<file path="config.mk">
export PLATFORM = sky130hd
export DESIGN_NAME = rtc_match_alarm
export DESIGN_NICKNAME = d
export VERILOG_FILES = /design/src/rtl/rtc_pkg.sv /design/src/rtl/rtc_rst_sync.sv /design/src/rtl/rtc_prescaler.sv /design/src/rtl/rtc_core.sv /design/src/rtl/rtc_regread.sv /design/src/rtl/rtc_match_alarm.sv
export SDC_FILE = /design/constraint.sdc
export NUM_CORES = 1
export LEC_CHECK = 0
export CAP_MARGIN = 20
export CORE_MARGIN = 8
export CORE_UTILIZATION = 56
export CTS_CLUSTER_DIAMETER = 50
export DETAILED_ROUTE_END_ITERATION = 7
export PLACE_DENSITY = 0.81
export SETUP_SLACK_MARGIN = 0.05
export SLEW_MARGIN = 20
export SYNTH_ARGS = -nofsm -noshare
export SYNTH_HDL_FRONTEND = slang
export SYNTH_SLANG_ARGS = --single-unit
</file>
<file path="constraint.sdc">
create_clock -name clk -period 3.8 [get_ports clk]
set_input_delay 0.76 -clock clk [delete_from_list [all_inputs] [get_ports clk]]
set_output_delay 0.76 -clock clk [all_outputs]
set_load 0.01 [all_outputs]
</file>
<file path="src/rtl/rtc_pkg.sv">
package rtc_pkg;
  localparam int unsigned ADDR_W = 12;
  localparam int unsigned DATA_W = 32;

  localparam logic [ADDR_W-1:0] OFS_COUNT = 12'h000;
  localparam logic [ADDR_W-1:0] OFS_MATCH = 12'h004;
  localparam logic [ADDR_W-1:0] OFS_LOAD  = 12'h008;
  localparam logic [ADDR_W-1:0] OFS_CTRL  = 12'h00C;
  localparam logic [ADDR_W-1:0] OFS_MASK  = 12'h010;
  localparam logic [ADDR_W-1:0] OFS_RAW   = 12'h014;
  localparam logic [ADDR_W-1:0] OFS_MSKD  = 12'h018;
  localparam logic [ADDR_W-1:0] OFS_CLEAR = 12'h01C;

  function automatic logic [7:0] id_byte(input logic [2:0] idx);
    case (idx)
      3'd0:    id_byte = 8'h31;
      3'd1:    id_byte = 8'h10;
      3'd2:    id_byte = 8'h14;
      3'd3:    id_byte = 8'h00;
      3'd4:    id_byte = 8'h0D;
      3'd5:    id_byte = 8'hF0;
      3'd6:    id_byte = 8'h05;
      default: id_byte = 8'hB1;
    endcase
  endfunction
endpackage

</file>
<file path="src/rtl/rtc_rst_sync.sv">
module rtc_rst_sync #(
  parameter int unsigned STAGES = 2
) (
  input  logic clk,
  input  logic rst_n,
  output logic rst_sync_n
);
  logic [STAGES-1:0] sync_q;
  logic [STAGES-1:0] sync_d;

  always_comb sync_d = {sync_q[STAGES-2:0], 1'b1};

  always_ff @(posedge clk or negedge rst_n) begin
    if (!rst_n) sync_q <= '0;
    else        sync_q <= sync_d;
  end

  assign rst_sync_n = sync_q[STAGES-1];
endmodule

</file>
<file path="src/rtl/rtc_prescaler.sv">
module rtc_prescaler #(
  parameter int unsigned TICK_DIV = 50_000_000
) (
  input  logic clk,
  input  logic rst_n,
  input  logic restart,
  output logic tick
);
  localparam int unsigned CW = (TICK_DIV > 2) ? $clog2(TICK_DIV) : 1;
  localparam logic [CW-1:0] LAST = CW'(TICK_DIV - 1);

  logic [CW-1:0] cnt_q;
  logic [CW-1:0] cnt_d;

  assign tick = (cnt_q == LAST);

  always_comb begin
    if (restart)   cnt_d = '0;
    else if (tick) cnt_d = '0;
    else           cnt_d = cnt_q + 1'b1;
  end

  always_ff @(posedge clk or negedge rst_n) begin
    if (!rst_n) cnt_q <= '0;
    else        cnt_q <= cnt_d;
  end

  // a tick lasts exactly one cycle
  a_r2_tick_single: assert property (@(posedge clk) disable iff (!rst_n)
    (tick && TICK_DIV > 1) |=> !tick);
endmodule

</file>
<file path="src/rtl/rtc_core.sv">
module rtc_core #(
  parameter int unsigned DATA_W = 32
) (
  input  logic              clk,
  input  logic              rst_n,
  input  logic              tick,
  input  logic              wr_load,
  input  logic              wr_match,
  input  logic              wr_mask,
  input  logic              wr_clear,
  input  logic [DATA_W-1:0] wdata,
  output logic [DATA_W-1:0] count,
  output logic [DATA_W-1:0] match,
  output logic              mask,
  output logic              raw
);
  logic [DATA_W-1:0] count_q, count_d;
  logic [DATA_W-1:0] match_q, match_d;
  logic              mask_q, mask_d;
  logic              raw_q, raw_d;
  logic              evt, hit;

  always_comb begin
    if (wr_load)   count_d = wdata;
    else if (tick) count_d = count_q + 1'b1;
    else           count_d = count_q;
    match_d = wr_match ? wdata : match_q;
    mask_d  = wr_mask ? wdata[0] : mask_q;
    evt     = tick | wr_load | wr_match;
    hit     = evt && (count_d == match_d);
    if (hit)           raw_d = 1'b1;
    else if (wr_clear) raw_d = 1'b0;
    else               raw_d = raw_q;
  end

  always_ff @(posedge clk or negedge rst_n) begin
    if (!rst_n) begin
      count_q <= '0;
      match_q <= '0;
      mask_q  <= 1'b0;
      raw_q   <= 1'b0;
    end else begin
      count_q <= count_d;
      match_q <= match_d;
      mask_q  <= mask_d;
      raw_q   <= raw_d;
    end
  end

  assign count = count_q;
  assign match = match_q;
  assign mask  = mask_q;
  assign raw   = raw_q;

  // without a load the count holds or steps by one
  a_r2_step: assert property (@(posedge clk) disable iff (!rst_n)
    !wr_load |=> (count_q == $past(count_q)) || (count_q == $past(count_q) + 1'b1));
  // load takes the written value
  a_r3_load: assert property (@(posedge clk) disable iff (!rst_n)
    wr_load |=> count_q == $past(wdata));
  // a match write equal to a steady count fires at once
  a_r5_match_now: assert property (@(posedge clk) disable iff (!rst_n)
    (wr_match && !tick && wdata == count_q) |=> raw_q);
  // mask keeps bit 0 only
  a_r6_mask_bit: assert property (@(posedge clk) disable iff (!rst_n)
    wr_mask |=> mask_q == $past(wdata[0]));
  // clear drops the flag unless a new hit lands in the same cycle
  a_r7_clear: assert property (@(posedge clk) disable iff (!rst_n)
    wr_clear |=> !raw_q || (count_q == match_q));
endmodule

</file>
<file path="src/rtl/rtc_regread.sv">
module rtc_regread #(
  parameter int unsigned ADDR_W = 12,
  parameter int unsigned DATA_W = 32
) (
  input  logic              rd_en,
  input  logic [ADDR_W-1:0] addr,
  input  logic [DATA_W-1:0] count,
  input  logic [DATA_W-1:0] match,
  input  logic              mask,
  input  logic              raw,
  output logic [DATA_W-1:0] rdata
);
  import rtc_pkg::*;

  logic in_id;
  assign in_id = (addr[ADDR_W-1:5] == '1);

  always_comb begin
    rdata = '0;
    if (rd_en) begin
      if (in_id) begin
        rdata = DATA_W'(id_byte(addr[4:2]));
      end else begin
        case ({addr[ADDR_W-1:2], 2'b00})
          OFS_COUNT: rdata = count;
          OFS_MATCH: rdata = match;
          OFS_CTRL:  rdata = DATA_W'(1);
          OFS_MASK:  rdata = DATA_W'(mask);
          OFS_RAW:   rdata = DATA_W'(raw);
          OFS_MSKD:  rdata = DATA_W'(raw & mask);
          default:   rdata = '0;
        endcase
      end
    end
  end
endmodule

</file>
<file path="src/rtl/rtc_match_alarm.sv">
module rtc_match_alarm #(
  parameter int unsigned TICK_DIV = 50_000_000
) (
  input  logic        clk,
  input  logic        rst_n,
  input  logic        bus_sel,
  input  logic        bus_wr,
  input  logic [11:0] bus_addr,
  input  logic [31:0] bus_wdata,
  output logic [31:0] bus_rdata,
  output logic        alarm_irq
);
  import rtc_pkg::*;

  logic              rst_sync_n;
  logic              tick;
  logic              wr_en, rd_en;
  logic              wr_load, wr_match, wr_mask, wr_clear;
  logic [ADDR_W-1:0] word_addr;
  logic [DATA_W-1:0] count, match;
  logic              mask, raw;

  assign wr_en     = bus_sel & bus_wr;
  assign rd_en     = bus_sel & ~bus_wr;
  assign word_addr = {bus_addr[ADDR_W-1:2], 2'b00};
  assign wr_load   = wr_en && (word_addr == OFS_LOAD);
  assign wr_match  = wr_en && (word_addr == OFS_MATCH);
  assign wr_mask   = wr_en && (word_addr == OFS_MASK);
  assign wr_clear  = wr_en && (word_addr == OFS_CLEAR);

  rtc_rst_sync #(.STAGES(2)) u_rst (
    .clk(clk), .rst_n(rst_n), .rst_sync_n(rst_sync_n)
  );

  rtc_prescaler #(.TICK_DIV(TICK_DIV)) u_pre (
    .clk(clk), .rst_n(rst_sync_n), .restart(wr_load), .tick(tick)
  );

  rtc_core #(.DATA_W(DATA_W)) u_core (
    .clk(clk), .rst_n(rst_sync_n), .tick(tick),
    .wr_load(wr_load), .wr_match(wr_match), .wr_mask(wr_mask),
    .wr_clear(wr_clear), .wdata(bus_wdata),
    .count(count), .match(match), .mask(mask), .raw(raw)
  );

  rtc_regread #(.ADDR_W(ADDR_W), .DATA_W(DATA_W)) u_rd (
    .rd_en(rd_en), .addr(bus_addr), .count(count), .match(match),
    .mask(mask), .raw(raw), .rdata(bus_rdata)
  );

  assign alarm_irq = raw & mask;

  // interrupt agrees with the masked status read
  a_r8_irq_vs_read: assert property (@(posedge clk) disable iff (!rst_sync_n)
    (rd_en && word_addr == OFS_MSKD) |-> bus_rdata[0] == alarm_irq);
  // control always reads enabled
  a_r9_ctrl_one: assert property (@(posedge clk) disable iff (!rst_sync_n)
    (rd_en && word_addr == OFS_CTRL) |-> bus_rdata == 32'd1);
endmodule

</file>
# Word-level counts from Yosys, hierarchy flattened
# Cells that the tools add are included.
dict set report word_totals {
  output_inout_bits 33
  in_bits 48
  register_bits 94
}
dict set report classes {
  bitwise 7
  addsub 2
  reduce_logical 8
  mux 11
  eq_ne 16
}
# operator n
set op_table {}
lappend op_table {{32-bit case mux with 6 select lines} 1}
lappend op_table {{32-bit 2-to-1 mux} 5}
lappend op_table {{8-bit case mux with 7 select lines} 1}
lappend op_table {{26-bit 2-to-1 mux} 2}
lappend op_table {{10-bit by 3-bit equality test with 1-bit output, second input constant} 4}
lappend op_table {{32-bit by 1-bit adder with 32-bit output, second input constant} 1}
lappend op_table {{32-bit equality test} 1}
lappend op_table {{26-bit by 1-bit adder with 26-bit output, second input constant} 1}
lappend op_table {{26-bit equality test, second input constant} 1}
lappend op_table {{10-bit by 2-bit equality test with 1-bit output, second input constant} 2}
lappend op_table {{10-bit by 1-bit equality test with 1-bit output, second input constant} 1}
lappend op_table {{10-bit zero test} 1}
lappend op_table {{3-bit equality test, second input constant} 3}
lappend op_table {{7-bit equality test, second input constant} 1}
lappend op_table {{3-bit by 2-bit equality test with 1-bit output, second input constant} 2}
lappend op_table {{1-bit logical AND} 5}
lappend op_table {{1-bit AND} 4}
lappend op_table {{3-bit by 1-bit equality test with 1-bit output, second input constant} 1}
lappend op_table {{3-bit zero test} 1}
lappend op_table {{1-bit 2-to-1 mux} 2}
lappend op_table {{1-bit bitwise OR} 2}
lappend op_table {{2-bit nonzero test} 1}
lappend op_table {{1-bit NOT} 1}

# Depth between registers and ports, before layout
dict set report depth {
  depth_word 6
  depth_mapped 12
  depth_no_buf 10
}

# Hierarchy
# Synthesis repeated with hierarchy kept, for this count alone.
dict set report unflattened {
  cells_unflattened 652
  hier_area_um2 6204.7
}
# mod seq_area_each_um2 cells_each n_inst area_each_um2
set by_module_without_submodules {}
lappend by_module_without_submodules {rtc_core 1651.6 382 1 3925.0}
lappend by_module_without_submodules {rtc_prescaler 650.6 146 1 1381.3}
lappend by_module_without_submodules {rtc_regread 0.0 107 1 749.5}
lappend by_module_without_submodules {rtc_match_alarm 0.0 14 1 95.1}
lappend by_module_without_submodules {rtc_rst_sync 50.0 3 1 53.8}

# Worst setup path before layout
# OpenSTA, ideal clock, no wires.
dict set report synth_timing {
  path_kind {input to register}
  from {input bus_addr[6]}
  to {register u_core.raw_q (netlist: u_core.raw)}
  t_required_ps 3724
  stages 12
  arrival_ps 3544
  setup_ps 76
  path_slack_ps 180
  cell_sequence {nor4_2 > and3_1 > and3b_1 > clkbuf_1 > clkbuf_1 > buf_1 > or2_2 > clkbuf_1 > o21ai_0 > a2111oi_0 > nand4_1 > o21ai_1}
}
dict set report synth_between {
  elab_chain_len 6
  word_cells_on_any_way 14
}
# element line
set synth_lines {}
lappend synth_lines {{from (decl)} rtc_match_alarm.sv:8} ;# input logic [11:0] bus_addr,
lappend synth_lines {{10-bit by 2-bit equality test with 1-bit output or 10-bit by 1-bit equality test with 1-bit output (tied branches)} {rtc_match_alarm.sv:26, rtc_match_alarm.sv:27}}
lappend synth_lines {{1-bit logical AND (on tied branches)} {rtc_match_alarm.sv:26, rtc_match_alarm.sv:27}}
lappend synth_lines {{32-bit 2-to-1 mux, or another cell as far along} rtc_core.sv:24} ;# if (wr_load) count_d = wdata;
lappend synth_lines {{32-bit equality test or 1-bit bitwise OR (tied branches)} {rtc_core.sv:30, rtc_core.sv:29}}
lappend synth_lines {{1-bit logical AND} rtc_core.sv:30} ;# hit = evt && (count_d == match_d);
lappend synth_lines {{1-bit 2-to-1 mux or 2-bit nonzero test (tied branches)} -}
lappend synth_lines {{to (signal assigned)} rtc_core.sv:46} ;# raw_q <= raw_d;
lappend synth_lines {{to (decl)} rtc_core.sv:20} ;# logic raw_q, raw_d;
# Several ways; a longest one is shown, not always the timed one.
# A chain may end at the register's enable or synchronous reset.

# Worst setup path in the final report
dict set report layout_timing {
  from {input bus_addr[11]}
  to {output bus_rdata[15]}
}
dict set report layout_between {
  elab_chain_len 4
  word_cells_on_any_way 10
}
# element line
set layout_lines {}
lappend layout_lines {{10-bit by 3-bit equality test with 1-bit output, or another cell as far along} rtc_regread.sv:24} ;# case ({addr[ADDR_W-1:2], 2'b00})
lappend layout_lines {{32-bit case mux with 6 select lines} rtc_regread.sv:24}
lappend layout_lines {{32-bit 2-to-1 mux *} rtc_regread.sv:21} ;# if (in_id) begin
lappend layout_lines {{32-bit 2-to-1 mux *} rtc_regread.sv:20} ;# if (rd_en) begin
lappend layout_lines {{to (decl)} rtc_match_alarm.sv:10} ;# output logic [31:0] bus_rdata,
# Mark *: on every way between the ends. The rest lies on a longest branch, timed or not.

==> summary.txt <==
Die
  – IO Pins: 81
  – Die Wd: 121 um
  – Die area: 0.0146 mm2
  – Row count: 38
  – Die height: 121 um
  – Core area: 0.0108 mm2
  – Initial core utilization: 56.9%

Routing
  – Final ANT Viol Nets: 0
  – DR pass1 iterations: 6
  – Drt drc: 0
  – Routed WL: 20.0 mm
  – Iter 0 DRT Violations: 666
  – WL/cell: 19.0 um
  – Total number of vias: 6464
  – Vias/cell: 6.15

Cells and area
  – Fin util: 74.4%
  – Commonest non-fill, non-tap cell in the layout: nand2_1
  – Commonest cells after routing, fill and taps aside: 116 x nand2_1, 100 x buf_4, 93 x dfrtp_1
  – Final net count: 956
  – Share of cells above drive strength 1: 16.4%
  – N_diodes: 0
  – Fill cell count: 825
  – Area added between synthesis and finish: 30.7%

Logic synthesis
  – Async SR Flop Fraction: 100%
  – Top FF cell, synth: dfrtp_1
  – Post-synthesis cell type count: 62
  – Cells after synthesis: 758
  – Synthesized area per cell: 8.11 um2
  – Flops & latches, synth: 94
  – Synth warnings: 0
  – Sequential share of the synthesized area: 38.3%
  – Syn_nets: 808
  – Syn Std Cell Area: 0.00614 mm2
  – Number of synthesized flops with an enable pin: 0

GRT
  – First-pass GRT wire length: 31.5 mm
  – GRT Util Overall: 26.9%
  – Largest net degree at the start of global routing: 70
  – Antenna violations before repair: 0
  – Number of global-route vias before repair: 6272
  – Grt total ovfl: 0

CTS
  – Post-CTS Hold Buffers: 0
  – Clk root buf: clkbuf_8
  – Clock-pin slew of the registers on the worst-case setup and hold paths: 0.08 ns
  – Clock buffer depth: 2
  – Cts bufs inserted: 9
  – CTS sink count: 94
  – Worst skew pair latency: 0.38 ns
  – H-tree levels: 3
  – TritonCTS clock tree: done

STA
  – Clock Skew: 0.0149 ns
  – Slew of the pin with the lowest slew margin: 0.882 ns
  – Slew margin rel.: 41.2%
  – Fin crit share: 99.0%
  – Max-slew violation count: 0
  – Endpoints failing setup: 0
  – FMAX: 266 MHz
  – Unrepaired setup endpoints after global routing: yes
  – Final worst path period need: 3.76 ns
  – Fin. Hold Viols: 0

Hold path
  – Hold WC Path Type: register to register

Flow run
  – Max Cap Viol: 0

Critical path
  – Critical path class: input port to output port
  – Worst Path Arrival: 3.00 ns
  – Crit path max fanout: 9
  – CP Launch Type: input port
  – Worst Setup End Kind: output port
  – WP data required: 3.04 ns
  – R2r setup slk: 0.10 ns

Power and ir drop
  – Max IR drop VDD: 0.245 mV
  – PwrDens: 249 mW/mm2
  – Leakage: 0.00374 uW
  – Power Total: 2000 uW

Place
  – Detail Placement HPWL: 15.1 mm
  – Port Buf Inserts: 78
  – Placer congestion estimate: 0.940

Outcome
  – Status: finished clean
==> through the flow <==
step	TNS (ns)	setup slack, ns	cell area, um2	std cells	hold slack [ns]
floorplan	0	0.180	6140	758	0.331
global placement	-0.392	-0.156	7670	1025	0.340
detailed placement	-0.921	-0.247	7670	1025	0.336
CTS	0	0.0588	7900	1043	0.366
global route	-0.287	-0.0848	8030	1051	0.369
finish	0	0.0386	8030	1051	0.360
==> repair_timing <==
item / in CTS / in global routing
endpoints found under the setup margin: 31 / 13
gates cloned: 0 / 0
hold endpoints to repair: 0 / 0
gates resized for setup: 30 / 29
pin swaps: 0 / 6
buffers inserted: 2 / 8
==> final cells by class <==
type / count / area (um2) / area share, %
multi-input cells: 599 / 3630 / 45.1
clock inverters: 3 / 42.5 / 0.530
repair buffers: 182 / 1600 / 19.9
well taps: 140 / 175 / 2.18
clock buffers: 13 / 159 / 1.98
inverters: 20 / 75.1 / 0.935
flip-flops and latches: 94 / 2360 / 29.3
==> path summary, 6_finish.rpt <==
kind	start	to	cells past startpoint
min reg2reg	u_rst.sync_q[0]	u_rst.sync_q[1]	0
min	u_rst.sync_q[0]	u_rst.sync_q[1]	0
max in group asynchronous	u_rst.sync_q[1]	u_core.count[26]	1
min in group asynchronous	u_rst.sync_q[1]	u_core.count[27]	0
max reg2reg	u_pre.cnt_q[9]	u_core.raw	10
max	bus_addr[11]	bus_rdata[15]	12
==> flip-flops by register name, summed over array words and instances, names as in the netlist <==
signal,cells
u_core.match,32
u_pre.cnt_q,26
u_core.mask,1
u_core.raw,1
u_core.count,32
u_rst.sync_q,2
==> synthesized netlist by cell type (14+ instances only) <==
master / count / area share [%]
clkbuf_1: 37 / 2.3
a21oi_1: 25 / 2.0
nor4_1: 18 / 1.8
and3_1: 22 / 2.2
xnor2_1: 26 / 3.7
and2_1: 14 / 1.4
nand2_1: 116 / 7.1
nor2_1: 93 / 5.7
xor2_1: 27 / 3.8
dfrtp_1: 94 / 38
a22oi_1: 28 / 3.4
nor3_1: 21 / 1.7
inv_1: 20 / 1.2
nand3_1: 27 / 2.2
o21ai_0: 22 / 1.8
nand4_1: 21 / 2.1
==> report_power, final <==
part	switching, uW	total, uW	internal [uW]
logic	96.8	202	105
registers	64.6	1100	1040
clock network	358	699	340
==> metal layers <==
layer / routed length, um / global-route usage (%) / part of all wire (%) / up-vias
li1: - / - / - / 3008
met2: 9580 / 43.9 / 48 / 323
met4: 382 / 8.82 / 1.9 / 0
met1: 8200 / 35.4 / 41 / 3104
met5: 0 / 0 / 0 / -
met3: 1820 / 4.94 / 9.1 / 29
==> worst max-delay path, stage by stage <==
cell and delay (ns):
clkdlybuf4s50_1 0.46, nor4_2 0.34, buf_4 0.17, and2_0 0.16
nand2_1 0.10, nor2_4 0.16, buf_4 0.14, buf_6 0.14
buf_4 0.12, a22oi_1 0.07, nor2_1 0.12, clkdlybuf4s15_1 0.25
==> kinds of logic after synthesis <==
logic type	Yosys count	synth area share, %
multiplexers	13	2.16
buffers and inverters	65	4.01
XOR/XNOR	53	7.55
other	1	0.0610
flip-flops	94	38.3
AO/OA/AOI/OAI	143	15.9
AND/OR/NAND/NOR	387	31.6
adder cells (fa/ha/maj)	2	0.407
(Power assumes the default switching activity.)
